[src/rtl/can_txarb_pkg.sv]
package can_txarb_pkg;

   typedef enum logic [1:0] {
      OP_SET_PEND  = 2'd0,
      OP_CANCEL    = 2'd1,
      OP_CLR_ACK   = 2'd2,
      OP_CLR_ABACK = 2'd3
   } host_op_e;

   typedef enum logic [1:0] {
      SQ_IDLE  = 2'd0,
      SQ_LOAD  = 2'd1,
      SQ_FLUSH = 2'd2,
      SQ_WAIT  = 2'd3
   } seq_state_e;

endpackage

[src/rtl/can_txarb_prio.sv]
module can_txarb_prio #(
   parameter int NUM_MB = 32,
   parameter int ID_W   = 11,
   localparam int MB_W  = $clog2(NUM_MB)
) (
   input  logic [NUM_MB-1:0]      req,
   input  logic [NUM_MB*ID_W-1:0] ids_flat,
   output logic                   any,
   output logic [MB_W-1:0]        win
);
   localparam int LEAVES = 1 << MB_W;
   localparam int NODES  = 2 * LEAVES - 1;

   logic            node_v  [NODES];
   logic [ID_W-1:0] node_id [NODES];
   logic [MB_W-1:0] node_ix [NODES];

   if (NUM_MB < 2) begin : g_bad_cnt
      $error("can_txarb_prio: NUM_MB must be at least 2");
   end

   for (genvar i = 0; i < LEAVES; i++) begin : g_leaf
      if (i < NUM_MB) begin : g_real
         assign node_v [LEAVES-1+i] = req[i];
         assign node_id[LEAVES-1+i] = ids_flat[i*ID_W +: ID_W];
         assign node_ix[LEAVES-1+i] = MB_W'(i);
      end else begin : g_pad
         assign node_v [LEAVES-1+i] = 1'b0;
         assign node_id[LEAVES-1+i] = '1;
         assign node_ix[LEAVES-1+i] = MB_W'(i);
      end
   end

   // Left child always covers lower mailbox numbers, so it keeps ties.
   for (genvar n = 0; n < LEAVES - 1; n++) begin : g_node
      logic take_r;
      assign take_r = node_v[2*n+2] &&
                      (!node_v[2*n+1] || (node_id[2*n+2] < node_id[2*n+1]));
      assign node_v [n] = node_v[2*n+1] || node_v[2*n+2];
      assign node_id[n] = take_r ? node_id[2*n+2] : node_id[2*n+1];
      assign node_ix[n] = take_r ? node_ix[2*n+2] : node_ix[2*n+1];
   end

   assign any = node_v[0];
   assign win = node_ix[0];

endmodule

[src/rtl/can_txarb_flags.sv]
module can_txarb_flags
   import can_txarb_pkg::*;
#(
   parameter int NUM_MB = 32,
   localparam int MB_W  = $clog2(NUM_MB)
) (
   input  logic              clk,
   input  logic              rst_n,
   input  logic              reg_wr,
   input  host_op_e          reg_op,
   input  logic [NUM_MB-1:0] reg_mask,
   input  logic              busy,
   input  logic [MB_W-1:0]   cur_idx,
   input  logic              fin_ok,
   input  logic              fin_lost,
   output logic [NUM_MB-1:0] pend_q,
   output logic [NUM_MB-1:0] cancel_q,
   output logic [NUM_MB-1:0] ack_q,
   output logic [NUM_MB-1:0] aback_q
);

   for (genvar i = 0; i < NUM_MB; i++) begin : g_bit
      logic hit, inflt, done_i, lost_i, cx_now, cx_defer;

      assign hit      = reg_wr && reg_mask[i];
      assign inflt    = busy && (cur_idx == MB_W'(i));
      assign done_i   = fin_ok && inflt;
      assign lost_i   = fin_lost && inflt;
      assign cx_now   = hit && (reg_op == OP_CANCEL) && pend_q[i] && !inflt;
      assign cx_defer = hit && (reg_op == OP_CANCEL) && pend_q[i] && inflt;

      always_ff @(posedge clk) begin
         if (!rst_n) begin
            pend_q[i]   <= 1'b0;
            cancel_q[i] <= 1'b0;
            ack_q[i]    <= 1'b0;
            aback_q[i]  <= 1'b0;
         end else begin
            if (done_i || (lost_i && cancel_q[i]) || cx_now)
               pend_q[i] <= 1'b0;
            else if (hit && (reg_op == OP_SET_PEND))
               pend_q[i] <= 1'b1;

            if (done_i || lost_i)
               cancel_q[i] <= 1'b0;
            else if (cx_defer)
               cancel_q[i] <= 1'b1;

            if (done_i)
               ack_q[i] <= 1'b1;
            else if (hit && (reg_op == OP_CLR_ACK))
               ack_q[i] <= 1'b0;

            if ((lost_i && cancel_q[i]) || cx_now)
               aback_q[i] <= 1'b1;
            else if (hit && (reg_op == OP_CLR_ABACK))
               aback_q[i] <= 1'b0;
         end
      end
   end

endmodule

[src/rtl/can_txarb_seq.sv]
module can_txarb_seq
   import can_txarb_pkg::*;
#(
   parameter int NUM_MB = 32,
   parameter int WORDS  = 4,
   parameter int DATA_W = 32,
   localparam int MB_W   = $clog2(NUM_MB),
   localparam int WW     = $clog2(WORDS),
   localparam int ADDR_W = $clog2(NUM_MB * WORDS)
) (
   input  logic              clk,
   input  logic              rst_n,
   input  logic              any_req,
   input  logic [MB_W-1:0]   win,
   input  logic              reg_wr,
   input  logic              can_done,
   input  logic              can_lost,
   input  logic              host_ram_req,
   input  logic              host_ram_we,
   input  logic [ADDR_W-1:0] host_ram_addr,
   input  logic [DATA_W-1:0] host_ram_wdata,
   input  logic [DATA_W-1:0] ram_rdata,
   output logic              host_ram_gnt,
   output logic              host_ram_rvalid,
   output logic              ram_en,
   output logic              ram_we,
   output logic [ADDR_W-1:0] ram_addr,
   output logic [DATA_W-1:0] ram_wdata,
   output logic              txb_wr,
   output logic [WW-1:0]     txb_word,
   output logic [DATA_W-1:0] txb_data,
   output logic              tx_start,
   output logic              busy,
   output logic [MB_W-1:0]   cur_idx,
   output logic              fin_ok,
   output logic              fin_lost
);
   seq_state_e        state_q, state_d;
   logic [MB_W-1:0]   sel_q;
   logic [WW-1:0]     cnt_q;
   logic              rd_v_q;
   logic [WW-1:0]     rd_ix_q;
   logic              rvalid_q;
   logic              load_act;
   logic              start_now;
   logic [ADDR_W-1:0] ctrl_addr;

   assign load_act  = (state_q == SQ_LOAD);
   assign start_now = (state_q == SQ_IDLE) && any_req && !reg_wr;

   always_comb begin
      state_d = state_q;
      unique case (state_q)
         SQ_IDLE:  if (start_now) state_d = SQ_LOAD;
         SQ_LOAD:  if (cnt_q == WW'(WORDS - 1)) state_d = SQ_FLUSH;
         SQ_FLUSH: state_d = SQ_WAIT;
         SQ_WAIT:  if (can_done || can_lost) state_d = SQ_IDLE;
         default:  state_d = SQ_IDLE;
      endcase
   end

   always_ff @(posedge clk) begin
      if (!rst_n) begin
         state_q  <= SQ_IDLE;
         sel_q    <= '0;
         cnt_q    <= '0;
         rd_v_q   <= 1'b0;
         rd_ix_q  <= '0;
         rvalid_q <= 1'b0;
      end else begin
         state_q  <= state_d;
         rd_v_q   <= load_act;
         rd_ix_q  <= cnt_q;
         rvalid_q <= host_ram_gnt && !host_ram_we;
         if (start_now) begin
            sel_q <= win;
            cnt_q <= '0;
         end else if (load_act) begin
            cnt_q <= cnt_q + WW'(1);
         end
      end
   end

   // A power-of-two mailbox size needs no multiplier for the address.
   if ((WORDS & (WORDS - 1)) == 0) begin : g_addr_cat
      assign ctrl_addr = ADDR_W'({sel_q, cnt_q});
   end else begin : g_addr_mul
      assign ctrl_addr = ADDR_W'(sel_q) * ADDR_W'(WORDS) + ADDR_W'(cnt_q);
   end

   assign host_ram_gnt    = host_ram_req && !load_act;
   assign host_ram_rvalid = rvalid_q;
   assign ram_en          = load_act || host_ram_gnt;
   assign ram_we          = host_ram_gnt && host_ram_we;
   assign ram_addr        = load_act ? ctrl_addr : host_ram_addr;
   assign ram_wdata       = host_ram_wdata;

   assign txb_wr   = rd_v_q;
   assign txb_word = rd_ix_q;
   assign txb_data = ram_rdata;
   assign tx_start = (state_q == SQ_FLUSH);

   assign busy     = (state_q != SQ_IDLE);
   assign cur_idx  = sel_q;
   assign fin_ok   = (state_q == SQ_WAIT) && can_done;
   assign fin_lost = (state_q == SQ_WAIT) && can_lost && !can_done;

endmodule

[src/rtl/can_tx_arbiter.sv]
module can_tx_arbiter
   import can_txarb_pkg::*;
#(
   parameter int NUM_MB = 32,
   parameter int ID_W   = 11,
   parameter int WORDS  = 4,
   parameter int DATA_W = 32,
   localparam int MB_W   = $clog2(NUM_MB),
   localparam int WW     = $clog2(WORDS),
   localparam int ADDR_W = $clog2(NUM_MB * WORDS)
) (
   input  logic              clk,
   input  logic              rst_n,
   input  logic              host_reg_wr,
   input  logic [1:0]        host_reg_op,
   input  logic [NUM_MB-1:0] host_reg_mask,
   input  logic              id_wr,
   input  logic [MB_W-1:0]   id_wr_mb,
   input  logic [ID_W-1:0]   id_wr_val,
   input  logic              host_ram_req,
   input  logic              host_ram_we,
   input  logic [ADDR_W-1:0] host_ram_addr,
   input  logic [DATA_W-1:0] host_ram_wdata,
   output logic              host_ram_gnt,
   output logic              host_ram_rvalid,
   output logic              ram_en,
   output logic              ram_we,
   output logic [ADDR_W-1:0] ram_addr,
   output logic [DATA_W-1:0] ram_wdata,
   input  logic [DATA_W-1:0] ram_rdata,
   output logic              txb_wr,
   output logic [WW-1:0]     txb_word,
   output logic [DATA_W-1:0] txb_data,
   output logic              tx_start,
   output logic [MB_W-1:0]   tx_mb_idx,
   input  logic              can_done,
   input  logic              can_lost,
   output logic [NUM_MB-1:0] pend_vec,
   output logic [NUM_MB-1:0] cancel_vec,
   output logic [NUM_MB-1:0] ack_vec,
   output logic [NUM_MB-1:0] aback_vec
);

   if (NUM_MB < 2 || NUM_MB > 64) begin : g_bad_mb
      $error("can_tx_arbiter: NUM_MB must lie in 2..64");
   end
   if (WORDS < 2) begin : g_bad_words
      $error("can_tx_arbiter: WORDS must be at least 2");
   end
   if (ID_W < 1 || ID_W > 29) begin : g_bad_id
      $error("can_tx_arbiter: ID_W must lie in 1..29");
   end

   logic [NUM_MB*ID_W-1:0] ids_flat;
   logic                   any_req;
   logic [MB_W-1:0]        win;
   logic                   busy, fin_ok, fin_lost;
   logic [MB_W-1:0]        cur_idx;

   // Identifier shadow, one register per mailbox, feeds the selector.
   for (genvar i = 0; i < NUM_MB; i++) begin : g_id
      logic [ID_W-1:0] id_q;
      always_ff @(posedge clk) begin
         if (!rst_n)
            id_q <= '0;
         else if (id_wr && (id_wr_mb == MB_W'(i)))
            id_q <= id_wr_val;
      end
      assign ids_flat[i*ID_W +: ID_W] = id_q;
   end

   can_txarb_prio #(.NUM_MB(NUM_MB), .ID_W(ID_W)) u_prio (
      .req      (pend_vec),
      .ids_flat (ids_flat),
      .any      (any_req),
      .win      (win)
   );

   can_txarb_flags #(.NUM_MB(NUM_MB)) u_flags (
      .clk      (clk),
      .rst_n    (rst_n),
      .reg_wr   (host_reg_wr),
      .reg_op   (host_op_e'(host_reg_op)),
      .reg_mask (host_reg_mask),
      .busy     (busy),
      .cur_idx  (cur_idx),
      .fin_ok   (fin_ok),
      .fin_lost (fin_lost),
      .pend_q   (pend_vec),
      .cancel_q (cancel_vec),
      .ack_q    (ack_vec),
      .aback_q  (aback_vec)
   );

   can_txarb_seq #(.NUM_MB(NUM_MB), .WORDS(WORDS), .DATA_W(DATA_W)) u_seq (
      .clk             (clk),
      .rst_n           (rst_n),
      .any_req         (any_req),
      .win             (win),
      .reg_wr          (host_reg_wr),
      .can_done        (can_done),
      .can_lost        (can_lost),
      .host_ram_req    (host_ram_req),
      .host_ram_we     (host_ram_we),
      .host_ram_addr   (host_ram_addr),
      .host_ram_wdata  (host_ram_wdata),
      .ram_rdata       (ram_rdata),
      .host_ram_gnt    (host_ram_gnt),
      .host_ram_rvalid (host_ram_rvalid),
      .ram_en          (ram_en),
      .ram_we          (ram_we),
      .ram_addr        (ram_addr),
      .ram_wdata       (ram_wdata),
      .txb_wr          (txb_wr),
      .txb_word        (txb_word),
      .txb_data        (txb_data),
      .tx_start        (tx_start),
      .busy            (busy),
      .cur_idx         (cur_idx),
      .fin_ok          (fin_ok),
      .fin_lost        (fin_lost)
   );

   assign tx_mb_idx = cur_idx;

endmodule

[config.mk]
export PLATFORM = sky130hd
export DESIGN_NAME = can_tx_arbiter
export DESIGN_NICKNAME = d
export VERILOG_FILES = /design/src/rtl/can_txarb_pkg.sv /design/src/rtl/can_txarb_prio.sv /design/src/rtl/can_txarb_flags.sv /design/src/rtl/can_txarb_seq.sv /design/src/rtl/can_tx_arbiter.sv
export SDC_FILE = /design/constraint.sdc
export NUM_CORES = 2
export LEC_CHECK = 0
export ABC_CLOCK_PERIOD_IN_PS = 13700
export BUFFER_PORTS_ARGS = -buffer_cell sky130_fd_sc_hd__buf_2
export CAP_MARGIN = 0
export CORE_MARGIN = 4
export CORE_UTILIZATION = 45
export CTS_BUF_LIST = sky130_fd_sc_hd__clkbuf_4 sky130_fd_sc_hd__clkbuf_8
export DETAILED_ROUTE_END_ITERATION = 12
export GPL_TIMING_DRIVEN = 0
export PLACE_DENSITY = 0.71
export SLEW_MARGIN = 15
export SYNTH_ARGS = -nofsm -noshare
export SYNTH_HDL_FRONTEND = slang
export SYNTH_SLANG_ARGS = --single-unit
[constraint.sdc]
create_clock -name clk -period 13.7 [get_ports clk]
set_input_delay 2.74 -clock clk [delete_from_list [all_inputs] [get_ports clk]]
set_output_delay 2.74 -clock clk [all_outputs]
set_load 0.05 [all_outputs]
== After elaboration in Yosys (flattened, before gate mapping) ==
Cells that the tools add are included.

* Add/sub/neg operators: 1
* $lt $le $gt $ge: 31
* Eq/ne operators: 72
* Mux-type cells: 194
* Bitwise operators: 1
* Reductions and logical operators: 849

{| class="wikitable"
|+ Operators by type and width
! operator !! count
|-
| 1-bit logical AND || 455
|-
| 11-bit less-than comparator || 31
|-
| 11-bit 2-to-1 mux || 30
|-
| 1-bit logical OR || 192
|-
| 5-bit == test (second input constant) || 32
|-
| 1-bit 2-to-1 mux || 144
|-
| 2-bit nonzero test || 65
|-
| 2-bit OR reduction || 65
|-
| 5-bit by 4-bit == test with 1-bit output (second input constant) || 16
|-
| 1-bit logical NOT || 67
|-
| 5-bit by 3-bit == test with 1-bit output (second input constant) || 8
|-
| 2-bit 2-to-1 mux || 11
|-
| 5-bit by 2-bit == test with 1-bit output (second input constant) || 4
|-
| 3-bit 2-to-1 mux || 4
|-
| 2-bit == test (second input constant) || 5
|-
| 5-bit by 1-bit == test with 1-bit output (second input constant) || 2
|-
| 5-bit logical NOT || 2
|-
| 4-bit 2-to-1 mux || 2
|-
| 2-bit case mux with 4 select lines || 1
|-
| 7-bit 2-to-1 mux || 1
|-
| 5-bit 2-to-1 mux || 1
|-
| 2-bit by 1-bit == test with 1-bit output (second input constant) || 2
|-
| 2-bit logical NOT || 2
|-
| 2-bit by 1-bit inequality test with 1-bit output (second input constant) || 2
|-
| other kinds (4) || 4
|}

* Flip-flop bits (word level): 493
* Output and inout bits: 212

== Logic depth before layout (Yosys ltp) ==
* Word-level depth: 20
* Depth in mapped cells: 68
* Mapped depth without buffers: 63

== Modules after synthesis ==
From an unflattened synthesis, not the netlist that was laid out.

* Cell total of the unflattened synthesis: 3855
* Area total of the unflattened synthesis: 32527.4 um^2

{| class="wikitable"
|+ By module, submodules not included
! module !! instances !! cells an instance !! area an instance (um^2) !! seq. area each (um^2)
|-
| can_tx_arbiter || 1 || 1220 || 12652.1 || 7046.8
|-
| can_txarb_prio || 1 || 1777 || 12629.6 || 0.0
|-
| can_txarb_flags || 1 || 728 || 6075.8 || 2562.5
|-
| can_txarb_seq || 1 || 130 || 1169.9 || 260.2
|}

== Worst setup path after synthesis ==
Ideal clock, no wire load.

* Kind: flip-flop to flip-flop
* Start: register u_flags.pend_q[5]
* End: register u_seq.sel_q[2] (netlist: u_seq.cur_idx[2])
* Arrival: 11.303 ns
* Required time: 13.578 ns
* Path slack: 2.275 ns
* Cell stages (with the launch flop): 64
* Period minus slack after synthesis: 11.425 ns
* Path through: dfxtp_1 > buf_2 > o2111ai_1 > a221oi_2 > nor2_1 > inv_1 > clkbuf_1 > clkbuf_1 > a21oi_1 > ha_1 > nand3_1 > nor4_1 > nor2_1 > o21a_1 > and2b_1 > a31oi_4 > clkbuf_1 > clkbuf_1 > [28 not listed] > buf_2 > nand2_1 > o21ai_1 > ha_1 > a21o_1 > a21o_1 > a21o_1 > a21o_1 > a21oi_1 > nor2b_1 > o21ai_0 > nand2b_1 > a21oi_1 > nand2_1 > or4_1 > o31ai_2 > nand2_1 > a311o_1

* Cells in the longest elaborated chain, start to end: 18

{| class="wikitable"
|+ RTL lines
! element !! RTL line !! text
|-
| start: declaration || can_txarb_flags.sv:16 || <nowiki>output logic [NUM_MB-1:0] pend_q,</nowiki>
|-
| start signal: indexed assignment || can_txarb_flags.sv:34 || <nowiki>pend_q[i] <= 1'b0;</nowiki>
|-
| start signal: indexed assignment || can_txarb_flags.sv:40 || <nowiki>pend_q[i] <= 1'b0;</nowiki>
|-
| start signal: indexed assignment || can_txarb_flags.sv:42 || <nowiki>pend_q[i] <= 1'b1;</nowiki>
|-
| 1-bit logical AND || can_txarb_prio.sv:37 || <nowiki>assign take_r = node_v[2*n+2] &&</nowiki>
|-
| 11-bit 2-to-1 mux || can_txarb_prio.sv:40 || <nowiki>assign node_id[n] = take_r ? node_id[2*n+2] : node_id[2*n+1];</nowiki>
|-
| 11-bit less-than comparator || can_txarb_prio.sv:38 || <nowiki>(!node_v[2*n+1] || (node_id[2*n+2] < node_id[2*n+1]));</nowiki>
|-
| 1-bit logical OR || can_txarb_prio.sv:38 ||
|-
| 1-bit logical AND || can_txarb_prio.sv:37 ||
|-
| 11-bit 2-to-1 mux || can_txarb_prio.sv:40 ||
|-
| 11-bit less-than comparator || can_txarb_prio.sv:38 ||
|-
| 1-bit logical OR || can_txarb_prio.sv:38 ||
|-
| [2 not listed] || - ||
|-
| 11-bit less-than comparator || can_txarb_prio.sv:38 ||
|-
| 1-bit logical OR || can_txarb_prio.sv:38 ||
|-
| 1-bit logical AND || can_txarb_prio.sv:37 ||
|-
| 11-bit 2-to-1 mux || can_txarb_prio.sv:40 ||
|-
| 11-bit less-than comparator || can_txarb_prio.sv:38 ||
|-
| 1-bit logical OR || can_txarb_prio.sv:38 ||
|-
| 1-bit logical AND || can_txarb_prio.sv:37 ||
|-
| 5-bit 2-to-1 mux || can_txarb_prio.sv:41 || <nowiki>assign node_ix[n] = take_r ? node_ix[2*n+2] : node_ix[2*n+1];</nowiki>
|-
| end signal: assignment || can_txarb_seq.sv:76 || <nowiki>sel_q <= win;</nowiki>
|-
| end: declaration || can_txarb_seq.sv:39 || <nowiki>logic [MB_W-1:0] sel_q;</nowiki>
|}

Several ways; a longest one is shown, not always the timed one.
A chain may end at the register's enable or synchronous reset.

== Final worst setup path ==
* Start: register g_id[26].id_q[4]
* End: register u_seq.sel_q[0] (netlist: u_seq.cur_idx[0])

* Cells in the longest elaborated chain, start to end: 20

{| class="wikitable"
|+ RTL lines
! element !! RTL line !! text
|-
| start: declaration || can_tx_arbiter.sv:62 || <nowiki>logic [ID_W-1:0] id_q;</nowiki>
|-
| start signal: assignment || can_tx_arbiter.sv:67 || <nowiki>id_q <= id_wr_val;</nowiki>
|-
| 11-bit less-than comparator || can_txarb_prio.sv:38 ||
|-
| 1-bit logical OR || can_txarb_prio.sv:38 ||
|-
| 1-bit logical AND || can_txarb_prio.sv:37 ||
|-
| 11-bit 2-to-1 mux || can_txarb_prio.sv:40 ||
|-
| 11-bit less-than comparator || can_txarb_prio.sv:38 ||
|-
| 1-bit logical OR || can_txarb_prio.sv:38 ||
|-
| 1-bit logical AND || can_txarb_prio.sv:37 ||
|-
| 11-bit 2-to-1 mux || can_txarb_prio.sv:40 ||
|-
| [4 not listed] || - ||
|-
| 11-bit less-than comparator || can_txarb_prio.sv:38 ||
|-
| 1-bit logical OR || can_txarb_prio.sv:38 ||
|-
| 1-bit logical AND || can_txarb_prio.sv:37 ||
|-
| 11-bit 2-to-1 mux || can_txarb_prio.sv:40 ||
|-
| 11-bit less-than comparator || can_txarb_prio.sv:38 ||
|-
| 1-bit logical OR || can_txarb_prio.sv:38 ||
|-
| 1-bit logical AND || can_txarb_prio.sv:37 ||
|-
| 5-bit 2-to-1 mux * || can_txarb_prio.sv:41 ||
|}

Every way passes the cells marked *; elsewhere a longest branch is shown, timed or not.

==> metrics.cfg <==
[clock_tree]
clk_latency_ns=0.74
clkSlewWorstSetupHoldPaths_ns=0.06
numCtsBuffers=87
numClockSinks=493
cts_max_level=3
cts_buffer_depth=3
root_buffer=clkbuf_8
cts_hold_buffers=0
cts_tree=done

[pwr]
p_clk_share_pct=39.9
cellPowerDensity_nw_per_um2=110.6
power.static_leakage_nw=15.67
vdd_ir_drop_max_uv=78.67
p_sw_mw=1.397
pwr-share-seq_pct=36.6
p_int_mw=2.676
share_comb_of_total_power_pct=23.5
power_mw=4.074
switching_share_pct=34.30

[global_routing]
grt_pass1_wl_mm=178.8
grt_pass1_vias=29760
grt_use_total_pct=30.71
grt_max_degree=15
grt-ovfl-total=0
antenna_found_initial=11

[place]
dpl.hpwl_mm=92.05
port_buffers=273
gp_congestion=1.003

[worst_hold_path]
holdPathEnd=g_id[14].id_q[7]$_SDFFE_PN0P_
hold_path_depth=2
worstHoldStart=g_id[14].id_q[7]$_SDFFE_PN0P_
hp-class=reg2reg

[worst_setup_path]
critPathKind=reg2reg
cp-start-kind=flip-flop
cp_data_arrival_time_ns=13.53
r2r_end=u_seq.cur_idx[0]$_SDFFE_PN0P_
rr_worst_depth=58
required_ns=14.25
critPathMostFrequentCell=a21o_1
r2r-start=g_id[26].id_q[4]$_SDFFE_PN0P_
worstSetupEndpointType=flip-flop
max_stage_delay_ns=0.58
critPathMaxFanout=10
critPathSlowestCell=or4_1
r2r_setup_slack_ns=0.72

[die]
die_height_um=274.9
ios=341
placementRows=97
core_area_sq_um=70270
dieArea_sq_um=75570
die_w_um=274.9
start_util_pct=45.62

[logic_synthesis]
synth_edf_count=0
syn_area_sq_um=32050
syn-num-nets=4692
synth_sequential_area_ratio_pct=30.79
yosysUniqueCellTypes=84
ys.flop_type=dfxtp_1
synth.area.top_cells=dfxtp_1, ha_1, nand2_1, a21oi_1, mux2i_1
avgSynthCellArea_sq_um=7.540
yosysTopAreaCell=dfxtp_1
synthCells=4251
synth_top_cell_area_share_pct=30.79
ys_ff_latch=493
yosysWarnings=0
synthArstFlopShare_pct=0

[timing]
fin_skew_ns=0.05950
hold_viol=0
setup_tns_ns=0
fin_crit_ns=12.98
final.period_utilization_pct=94.77
max_freq_mhz=77.02
slew_headroom_pct=9.732
setup_viol=0
maxSlewViolCount=0
worst_pin_slew_ns=1.354
hold_ws_ns=0.4556

[run_status]
status=finished clean

[route]
ant_nets=0
vias_per_cell=5.873
vias=33070
drc=0
first_pass_iters=6
routed_wl_mm=121.9
wire_per_inst_um=21.65
first_iter_violations=3974

[layout]
areaGrowthSynthToFinish_pct=14.88
final_common_cell=nand2_1
final_cell_mix=nand2_1, dfxtp_1, a21oi_1
fin_nets=5058
fill_cells=6782
drive_gt1_share_pct=13.71

[flow_run]
drv_cap=0

-- synth_stat cells, types with 48 or more instances --
cell and instances:
a21o_1 96, a21oi_1 486, buf_4 64, clkbuf_1 229, dfxtp_1 493, ha_1 312, inv_1 240, mux2_2 48
mux2i_1 230, nand2_1 712, nand3_1 127, nand4_1 51, nor2_1 395, o21ai_0 257
-- area by class of cell --
type / instances / area (sq um) / area share, %
multi-input combinational: 3196 / 19880 / 54.00
sequential: 493 / 9869 / 26.80
clock buffer: 140 / 1789 / 4.859
buffer: 321 / 1506 / 4.091
timing repair buffer: 278 / 1404 / 3.812
tap: 940 / 1176 / 3.194
inverter: 240 / 900.9 / 2.446
clock inverter: 21 / 289.0 / 0.7849
antenna: 2 / 5.005 / 0.01359
-- routing by layer --
layer,GRT usage [%],up-vias,wire length (um)
li1,-,15480,-
met1,40.13,15390,49960
met2,48.49,1800,52360
met3,6.122,389,12770
met4,15.11,10,6753
met5,0,-,59
-- critical path, delay by kind of cell (launching register included) --
family,cells,cell delay [ns]
DFF,1,0.33
buffers and inverters,7,1.66
AOI/OAI and AO/OA,36,7.47
and+or+nand+nor,9,1.32
adders and majority gates,5,1.63
muxes,1,0.41
-- cells by family after synthesis --
logic type	share of synthesized area (%)
and+or+nand+nor	19.94
DFF	30.79
AOI/OAI and AO/OA	20.74
adders and majority gates	12.18
muxes	8.950
buffers and inverters	7.377
xor gates and xnor gates	0.02733
-- timing repair --
action / 4_1_cts / 5_1_grt
resized for setup: 1 / 66
setup endpoints to repair: 1 / 5
pin swaps: 0 / 2
gates cloned: 0 / 0
setup buffers: 0 / 5
-- registers in the layout (all words and copies together) (netlist names), 5 cells and up --
signal	cells
u_flags.pend_q	32
u_flags.aback_q	32
u_flags.ack_q	32
u_flags.cancel_q	32
u_seq.cur_idx	5
g_id.id_q	352
-- power by group through the flow --
stage | logic [mW] | registers (mW) | clock network, mW
4_1_cts | 0.922 | 1.49 | 1.63
2_1_floorplan | 0.589 | 1.55 | 0
5_1_grt | 1.02 | 1.49 | 1.70
3_5_place_dp | 0.917 | 1.52 | 0
3_3_place_gp | 0.911 | 1.52 | 0
6_report | 0.956 | 1.49 | 1.63
-- through the flow --
stage	worst slack, ns	std cells	utilization (%)	cell area (sq um)
3_3_place_gp	-0.02496	5464	49.23	34600
3_5_place_dp	0.005461	5464	49.26	34610
6_report	0.7159	5631	52.40	36820
4_1_cts	0.1535	5625	52.22	36690
5_1_grt	-0.003594	5630	52.40	36820
2_1_floorplan	2.275	4251	-	32050
-- worst max path at each step --
stage | slack (ns) | endpoint | start
5_1_grt | -0.004 | u_seq.cur_idx[0]$_SDFFE_PN0P_ | g_id[26].id_q[4]$_SDFFE_PN0P_
3_5_place_dp | 0.005 | u_seq.cur_idx[2]$_SDFFE_PN0P_ | g_id[10].id_q[5]$_SDFFE_PN0P_
4_1_cts | 0.15 | u_seq.cur_idx[2]$_SDFFE_PN0P_ | g_id[10].id_q[5]$_SDFFE_PN0P_
2_1_floorplan | 2.28 | u_seq.cur_idx[2]$_SDFFE_PN0P_ | u_flags.pend_q[5]$_SDFFE_PP0P_
3_3_place_gp | -0.02 | u_seq.cur_idx[2]$_SDFFE_PN0P_ | g_id[10].id_q[5]$_SDFFE_PN0P_
6_report | 0.72 | u_seq.cur_idx[0]$_SDFFE_PN0P_ | g_id[26].id_q[4]$_SDFFE_PN0P_
No activity file was read; power rests on OpenSTA's default activity.
